--- config.mk ---
export PLATFORM = sky130hd
export DESIGN_NAME = fpcc_eval
export DESIGN_NICKNAME = d
export VERILOG_FILES = /design/src/rtl/fpcc_pkg.sv /design/src/rtl/fpcc_pred_decode.sv /design/src/rtl/fpcc_base_eval.sv /design/src/rtl/fpcc_eval.sv
export SDC_FILE = /design/constraint.sdc
export NUM_CORES = 1
export LEC_CHECK = 0
export CAP_MARGIN = 25
export CORE_AREA = 4 4 41 43
export CTS_CLUSTER_SIZE = 25
export DETAILED_ROUTE_END_ITERATION = 8
export DIE_AREA = 0 0 45 47
export DONT_BUFFER_PORTS = 1
export PLACE_DENSITY = 0.37
export SLEW_MARGIN = 20
export SYNTH_ARGS = -nofsm -noshare
export SYNTH_HDL_FRONTEND = slang
export SYNTH_SLANG_ARGS = --single-unit
--- constraint.sdc ---
create_clock -name clk -period 1 [get_ports clk]
set_input_delay 0.2 -clock clk [delete_from_list [all_inputs] [get_ports clk]]
set_output_delay 0.2 -clock clk [all_outputs]
set_load 0.05 [all_outputs]
--- src/rtl/fpcc_pkg.sv ---
package fpcc_pkg;
  localparam int PRED_W = 6;
  localparam int NIB_W  = 4;
  localparam int BASE_W = 3;
  localparam int CC_W   = 4;
  localparam int SIG_BIT = 4;
  localparam int NEG_SEL_BIT = 3;
  localparam int CC_NEG  = 0;
  localparam int CC_ZERO = 1;
  localparam int CC_INF  = 2;
  localparam int CC_NAN  = 3;

  typedef enum logic [BASE_W-1:0] {
    BT_NEVER = 3'd0,
    BT_EQ    = 3'd1,
    BT_GT    = 3'd2,
    BT_GE    = 3'd3,
    BT_LT    = 3'd4,
    BT_LE    = 3'd5,
    BT_GL    = 3'd6,
    BT_ORD   = 3'd7
  } base_test_e;

  typedef struct packed {
    logic       illegal;
    logic       signalling;
    logic       negate;
    base_test_e base;
  } pred_dec_t;
endpackage

--- src/rtl/fpcc_pred_decode.sv ---
module fpcc_pred_decode
  import fpcc_pkg::*;
(
  input  logic [PRED_W-1:0] pred_i,
  output pred_dec_t         dec_o
);
  logic [NIB_W-1:0]  nib;
  logic [BASE_W-1:0] folded;

  always_comb begin
    nib    = pred_i[NIB_W-1:0];
    folded = nib[BASE_W-1:0] ^ {BASE_W{nib[NEG_SEL_BIT]}};
    dec_o.illegal    = |pred_i[PRED_W-1:SIG_BIT+1];
    dec_o.signalling = pred_i[SIG_BIT];
    dec_o.negate     = nib[NEG_SEL_BIT];
    dec_o.base       = base_test_e'(folded);
  end
endmodule

--- src/rtl/fpcc_base_eval.sv ---
module fpcc_base_eval
  import fpcc_pkg::*;
(
  input  base_test_e      base_i,
  input  logic [CC_W-1:0] cc_i,
  output logic            hit_o
);
  logic neg, zero, nan;
  logic unused_inf;

  assign neg  = cc_i[CC_NEG];
  assign zero = cc_i[CC_ZERO];
  assign nan  = cc_i[CC_NAN];
  assign unused_inf = cc_i[CC_INF];

  always_comb begin
    unique case (base_i)
      BT_NEVER: hit_o = 1'b0;
      BT_EQ:    hit_o = zero;
      BT_GT:    hit_o = ~(nan | zero | neg);
      BT_GE:    hit_o = zero | ~(nan | neg);
      BT_LT:    hit_o = neg & ~nan & ~zero;
      BT_LE:    hit_o = zero | (neg & ~nan);
      BT_GL:    hit_o = ~(nan | zero);
      BT_ORD:   hit_o = ~nan;
      default:  hit_o = 1'b0;
    endcase
  end
endmodule

--- src/rtl/fpcc_eval.sv ---
module fpcc_eval
  import fpcc_pkg::*;
(
  input  logic              clk,
  input  logic              rst_n,
  input  logic              eval_stb_i,
  input  logic [PRED_W-1:0] pred_sel_i,
  input  logic [CC_W-1:0]   ccode_i,
  output logic              eval_vld_o,
  output logic              cond_true_o,
  output logic              pred_bad_o,
  output logic              unord_exc_o
);
  pred_dec_t dec;
  logic      base_hit;
  logic      true_nxt, bad_nxt, exc_nxt, vld_nxt;
  logic      true_q, bad_q, exc_q, vld_q;

  fpcc_pred_decode u_dec (
    .pred_i (pred_sel_i),
    .dec_o  (dec)
  );

  fpcc_base_eval u_base (
    .base_i (dec.base),
    .cc_i   (ccode_i),
    .hit_o  (base_hit)
  );

  // Next-state: illegal selectors mask both outcome and exception
  always_comb begin
    vld_nxt  = eval_stb_i;
    bad_nxt  = dec.illegal;
    true_nxt = ~dec.illegal & (base_hit ^ dec.negate);
    exc_nxt  = ~dec.illegal & dec.signalling & ccode_i[CC_NAN];
  end

  always_ff @(posedge clk or negedge rst_n) begin
    if (!rst_n) begin
      vld_q <= 1'b0;
    end else begin
      vld_q <= vld_nxt;
    end
  end

  always_ff @(posedge clk or negedge rst_n) begin
    if (!rst_n) begin
      true_q <= 1'b0;
      bad_q  <= 1'b0;
      exc_q  <= 1'b0;
    end else if (eval_stb_i) begin
      true_q <= true_nxt;
      bad_q  <= bad_nxt;
      exc_q  <= exc_nxt;
    end
  end

  assign eval_vld_o  = vld_q;
  assign cond_true_o = true_q;
  assign pred_bad_o  = bad_q;
  assign unord_exc_o = exc_q;

  assert_illegal_flag_R1: assert property (@(posedge clk) disable iff (!rst_n)
    (eval_stb_i && pred_sel_i >= 6'h20) |=> (pred_bad_o && !cond_true_o && !unord_exc_o));

  assert_always_true_R2: assert property (@(posedge clk) disable iff (!rst_n)
    (eval_stb_i && pred_sel_i[5] == 1'b0 && pred_sel_i[3:0] == 4'hF) |=> cond_true_o);

  assert_never_true_R3: assert property (@(posedge clk) disable iff (!rst_n)
    (eval_stb_i && pred_sel_i[5] == 1'b0 && pred_sel_i[3:0] == 4'h0) |=> !cond_true_o);

  assert_exc_on_nan_R7: assert property (@(posedge clk) disable iff (!rst_n)
    (eval_stb_i && pred_sel_i[5:4] == 2'b01 && ccode_i[CC_NAN]) |=> unord_exc_o);

  assert_no_exc_aware_R7: assert property (@(posedge clk) disable iff (!rst_n)
    (eval_stb_i && !pred_sel_i[4]) |=> !unord_exc_o);

  assert_vld_pulse_R9: assert property (@(posedge clk) disable iff (!rst_n)
    eval_stb_i |=> eval_vld_o);

  assert_vld_idle_R9: assert property (@(posedge clk) disable iff (!rst_n)
    !eval_stb_i |=> !eval_vld_o);

  assert_hold_R9: assert property (@(posedge clk) disable iff (!rst_n)
    !eval_stb_i |=> ($stable(cond_true_o) && $stable(pred_bad_o) && $stable(unord_exc_o)));
endmodule

# Yosys cells after proc, flatten, opt, wreduce, memory -nomap -nowiden
# Index checks and enable logic that the tools add are counted.
# W data, S select, Z words.
[totals]
register_bits = 4
out_inout_bits = 4
elab_cells = 31
[classes]
bitwise_logic = 18
mux = 1
n_eq_ne = 7
n_reduce_logical = 1
[ops]
columns = ["operator", "count"]
rows = [
  ["$eq A3 B3 Y1 const B", 4],
  ["$pmux W1 S8", 1],
  ["$eq A3 B2 Y1 const B", 2],
  ["$not A1 Y1", 6],
  ["$and A1 B1 Y1", 5],
  ["$or A1 B1 Y1", 5],
  ["$eq A3 B1 Y1 const B", 1],
  ["$logic_not A3 Y1", 1],
  ["$xor A3 B3 Y3", 1],
  ["$xor A1 B1 Y1", 1],
]

# Longest topological paths before layout
[logic_depth]
ltp_word = 6
ltp_mapped = 4
mapped_depth_nobuf = 4

# Cells and area by module
# A second synthesis with hierarchy kept.
[hier_totals]
hier_cells = 23
area_unflattened_um2 = 240.2
[modules_own_cells]
columns = ["module", "seq_area_each_um2", "area_each_um2", "instances", "cells_each"]
rows = [
  ["fpcc_eval", 100.1, 157.7, 1, 12],
  ["fpcc_pred_decode", 0.0, 48.8, 1, 6],
  ["fpcc_base_eval", 0.0, 33.8, 1, 5],
]

# Worst setup path after synthesis
# Ideal clock, no wire load.
[synth_timing]
kind = "reg2reg"
start = "register pred_bad_o (netlist name)"
end = "register bad_q (netlist: pred_bad_o)"
required_time_ns = 0.875
synth_period_minus_slack_ns = 0.988
slack_ns = 0.012
setup_time_ns = 0.125
t_arrival_ns = 0.863
path_stages_with_launch = 2
path_cell_list = "dfrtp_1 > mux2_2"
[synth_rtl]
columns = ["item", "line", "rtl"]
rows = [
  ["to (signal assigned)", "fpcc_eval.sv:53", "bad_q <= bad_nxt;"],
  ["to (decl)", "fpcc_eval.sv:17", "logic true_q, bad_q, exc_q, vld_q;"],
]

# Worst setup path in the final report
[layout_timing]
start = "register true_q (netlist: cond_true_o)"
end = "output cond_true_o"
[layout_rtl]
columns = ["item", "line", "rtl"]
rows = [
  ["from (decl)", "fpcc_eval.sv:17", ""],
  ["from (signal assigned)", "fpcc_eval.sv:52", "true_q <= true_nxt;"],
  ["to (decl)", "fpcc_eval.sv:10", "output logic cond_true_o,"],
]
# No word-level cell between the ends.

==> summary.md <==
| Metric | Value |
|---|---|
| Measured slew at the worst slew-check pin | `245.4 ps` |
| # rows | `13` |
| Worst skew pair latency | `230 ps` |
| Share of cells above drive strength 1 | `0.2759` |
| Total number of vias | `180` |
| Setup violations, final | `0` |
| First-pass GRT wire length | `869 um` |
| Leakage power | `0.1283 nW` |
| Crit-path cells | `buf_6` |
| Dpl cells | `39` |
| DR pass1 iterations | `2` |
| Largest net degree at the start of global routing | `7` |
| Cell family with most CP delay | `flip-flops` |
| I/O Buffers | `0` |
| H-tree Lvls | `1` |
| Syn Nets | `33` |
| Register area | `100.1 um^2` |
| Crit path from | `cond_true_o` |
| PwrDens | `1600 mW/mm^2` |
| Clock Tree Buf Depth | `2` |
| CP startpoint kind | `flop` |
| Final min period | `972.9 ps` |
| Worst Hold Class | `in2reg` |
| Cts bufs inserted | `3` |
| Via density per instance | `4.091` |
| Clock root buffer master | `clkbuf_4` |
| Slew HR | `0.8359` |
| Filler cells | `149` |
| Leading cell type in the layout, fill and taps excluded | `dfrtp_1` |
| Setup Crit Path Kind | `reg2out` |
| Crit path buf inv count | `1` |
| Post-Place Setup Slack | `51.48 ps` |
| WP data required | `800 ps` |
| Die width | `45 um` |
| Post-route ant nets | `0` |
| Vias in the first global route | `221` |
| Final Cycle Share | `0.9729` |
| Routed len/inst | `11.93 um` |
| Worst path max stage delay | `390 ps` |
| Worst Path Arrival | `770 ps` |
| Initial Util | `0.1548` |
| RR Endpoint | `pred_bad_o` |
| Die ar. | `0.002115 mm^2` |
| Core Area | `0.001301 mm^2` |
| CTS tree | `built` |
| Number of synthesized register bits | `4` |
| Worst Hold Path Cells | `1` |
| Fin nets | `44` |
| Skew final | `0 ps` |
| DRC | `0` |
| Commonest cells after routing, fill and taps aside | `4 x dfrtp_1, 3 x clkbuf_4, 3 x buf_6` |
| Hold_sp | `eval_stb_i` |
| Cells on worst reg2reg path | `1` |
| Hold EP | `cond_true_o` |
| Syn_area_per_cell | `10.07 um^2` |
| R2r startpoint | `pred_bad_o` |
| Syn Inst Count | `20` |
| Library cells used by synthesis | `14` |
| FF-to-FF setup slack | `240 ps` |
| Slew Viols, Final | `0` |
| VDD IR max | `0.0005819 V` |
| Io pins | `17` |
| Post-synthesis sequential area ratio | `0.4969` |
| Mapped Area | `201.4 um^2` |
| Area grow syn2layout | `50.93%` |
| Unrepaired setup endpoints after global routing | `yes` |
| Die Y | `47 um` |
| F_max | `1028 MHz` |
| Cell at the slowest stage of the critical path | `dfrtp_1` |
| Footprint of the multi-input gates | `93.84 um^2` |
| Final GP Congestion | `0.6816` |
| All-Layer GR Usage | `0.06413` |
| Synth warn | `0` |
| Post-Layout Cell Count | `44` |
| Outcome | `finished clean` |
| Routed wire length | `525 um` |
| Antenna cells | `0` |
| Overall power | `486.5 uW` |
| Max-cap viol count | `0` |
| Fin worst setup slack | `27.13 ps` |
| Initial DRC count | `1` |
| Largest fanout on the critical path | `2` |
| GRT overflow | `0` |
| Initial antenna violation count | `0` |
| CTS sink cnt | `4` |
| Clk slew on worst S/H paths | `30 ps` |
| Crit. End Element | `output pin` |
| Fin. Hold Viols | `0` |
==> synth_stat cells, drive strengths merged <==
cell type / instances / area (um^2)
dfrtp: 4 / 100.1
inv: 2 / 7.510
nor2b: 2 / 12.51
o21ai: 2 / 10.01
a211o: 1 / 8.760
a21oi: 1 / 5.000
a31oi: 1 / 6.260
mux2: 1 / 11.26
nand2b: 1 / 6.260
nand3: 1 / 5.000
nand4b: 1 / 8.760
nor2: 1 / 3.750
o32ai: 1 / 8.760
or2b: 1 / 7.510
==> state kept, by name, summed over array words and instances, names as in the netlist <==
name and count:
eval_vld_o 1, cond_true_o 1, pred_bad_o 1, unord_exc_o 1
==> through the flow <==
stage	TNS, ps	hold WS (ps)	util	area (um^2)
after floorplan	0	-95.59	-	201.4
after global placement	0	-95.47	0.1923	250.2
after detailed placement	0	-95.47	0.1923	250.2
after CTS	0	67.37	0.2308	300.3
after global routing	-12.00	64.51	0.2337	304.0
final	0	75.46	0.2337	304.0
==> worst max-delay path by stage <==
stage	depth (start not counted)	endpoint	slack (ps)
after CTS	1	unord_exc_o	6
after global placement	4	cond_true_o	60
after detailed placement	4	cond_true_o	50
after floorplan	1	pred_bad_o	10
after global routing	1	pred_bad_o	-9
final	1	cond_true_o	30
==> cells by family (layout without fill, tap and decap cells) <==
kind of cell | Yosys count | in the layout | synth area share
multiplexers | 1 | 1 | 0.05590
AO/OA/AOI/OAI | 6 | 6 | 0.1926
AND/OR/NAND/NOR | 7 | 7 | 0.2174
flip-flops | 4 | 4 | 0.4969
buffers and inverters | 2 | 11 | 0.03728
==> metal layers <==
metal  part of all wire  vias up  track usage
li1                   -       90            -
met1               0.41       75      0.05492
met2               0.40       13      0.08757
met3               0.18        2      0.03065
met4              0.013        0       0.1053
met5                  0        -            0
==> repair_timing <==
item | 4_1_cts | 5_1_grt
setup buffers | 0 | 0
endpoints found under the setup margin | 2 | 3
endpoints found under the hold margin | 5 | 0
pin swaps | 0 | 0
resized for setup | 2 | 1
hold buffers | 2 | 0
==> power by group <==
part	internal (mW)	switching (mW)	total, mW
sequential	0.175	0.00811	0.184
combinational	0.0458	0.0649	0.111
clock	0.134	0.0584	0.192
==> area by class of cell <==
class,count,area share
Sequential cell,4,0.3292
Multi-Input combinational cell,14,0.3086
Timing Repair Buffer,6,0.2016
Clock buffer,3,0.07407
Tap cell,15,0.06173
Inverter,2,0.02469
(Power assumes the default switching activity.)
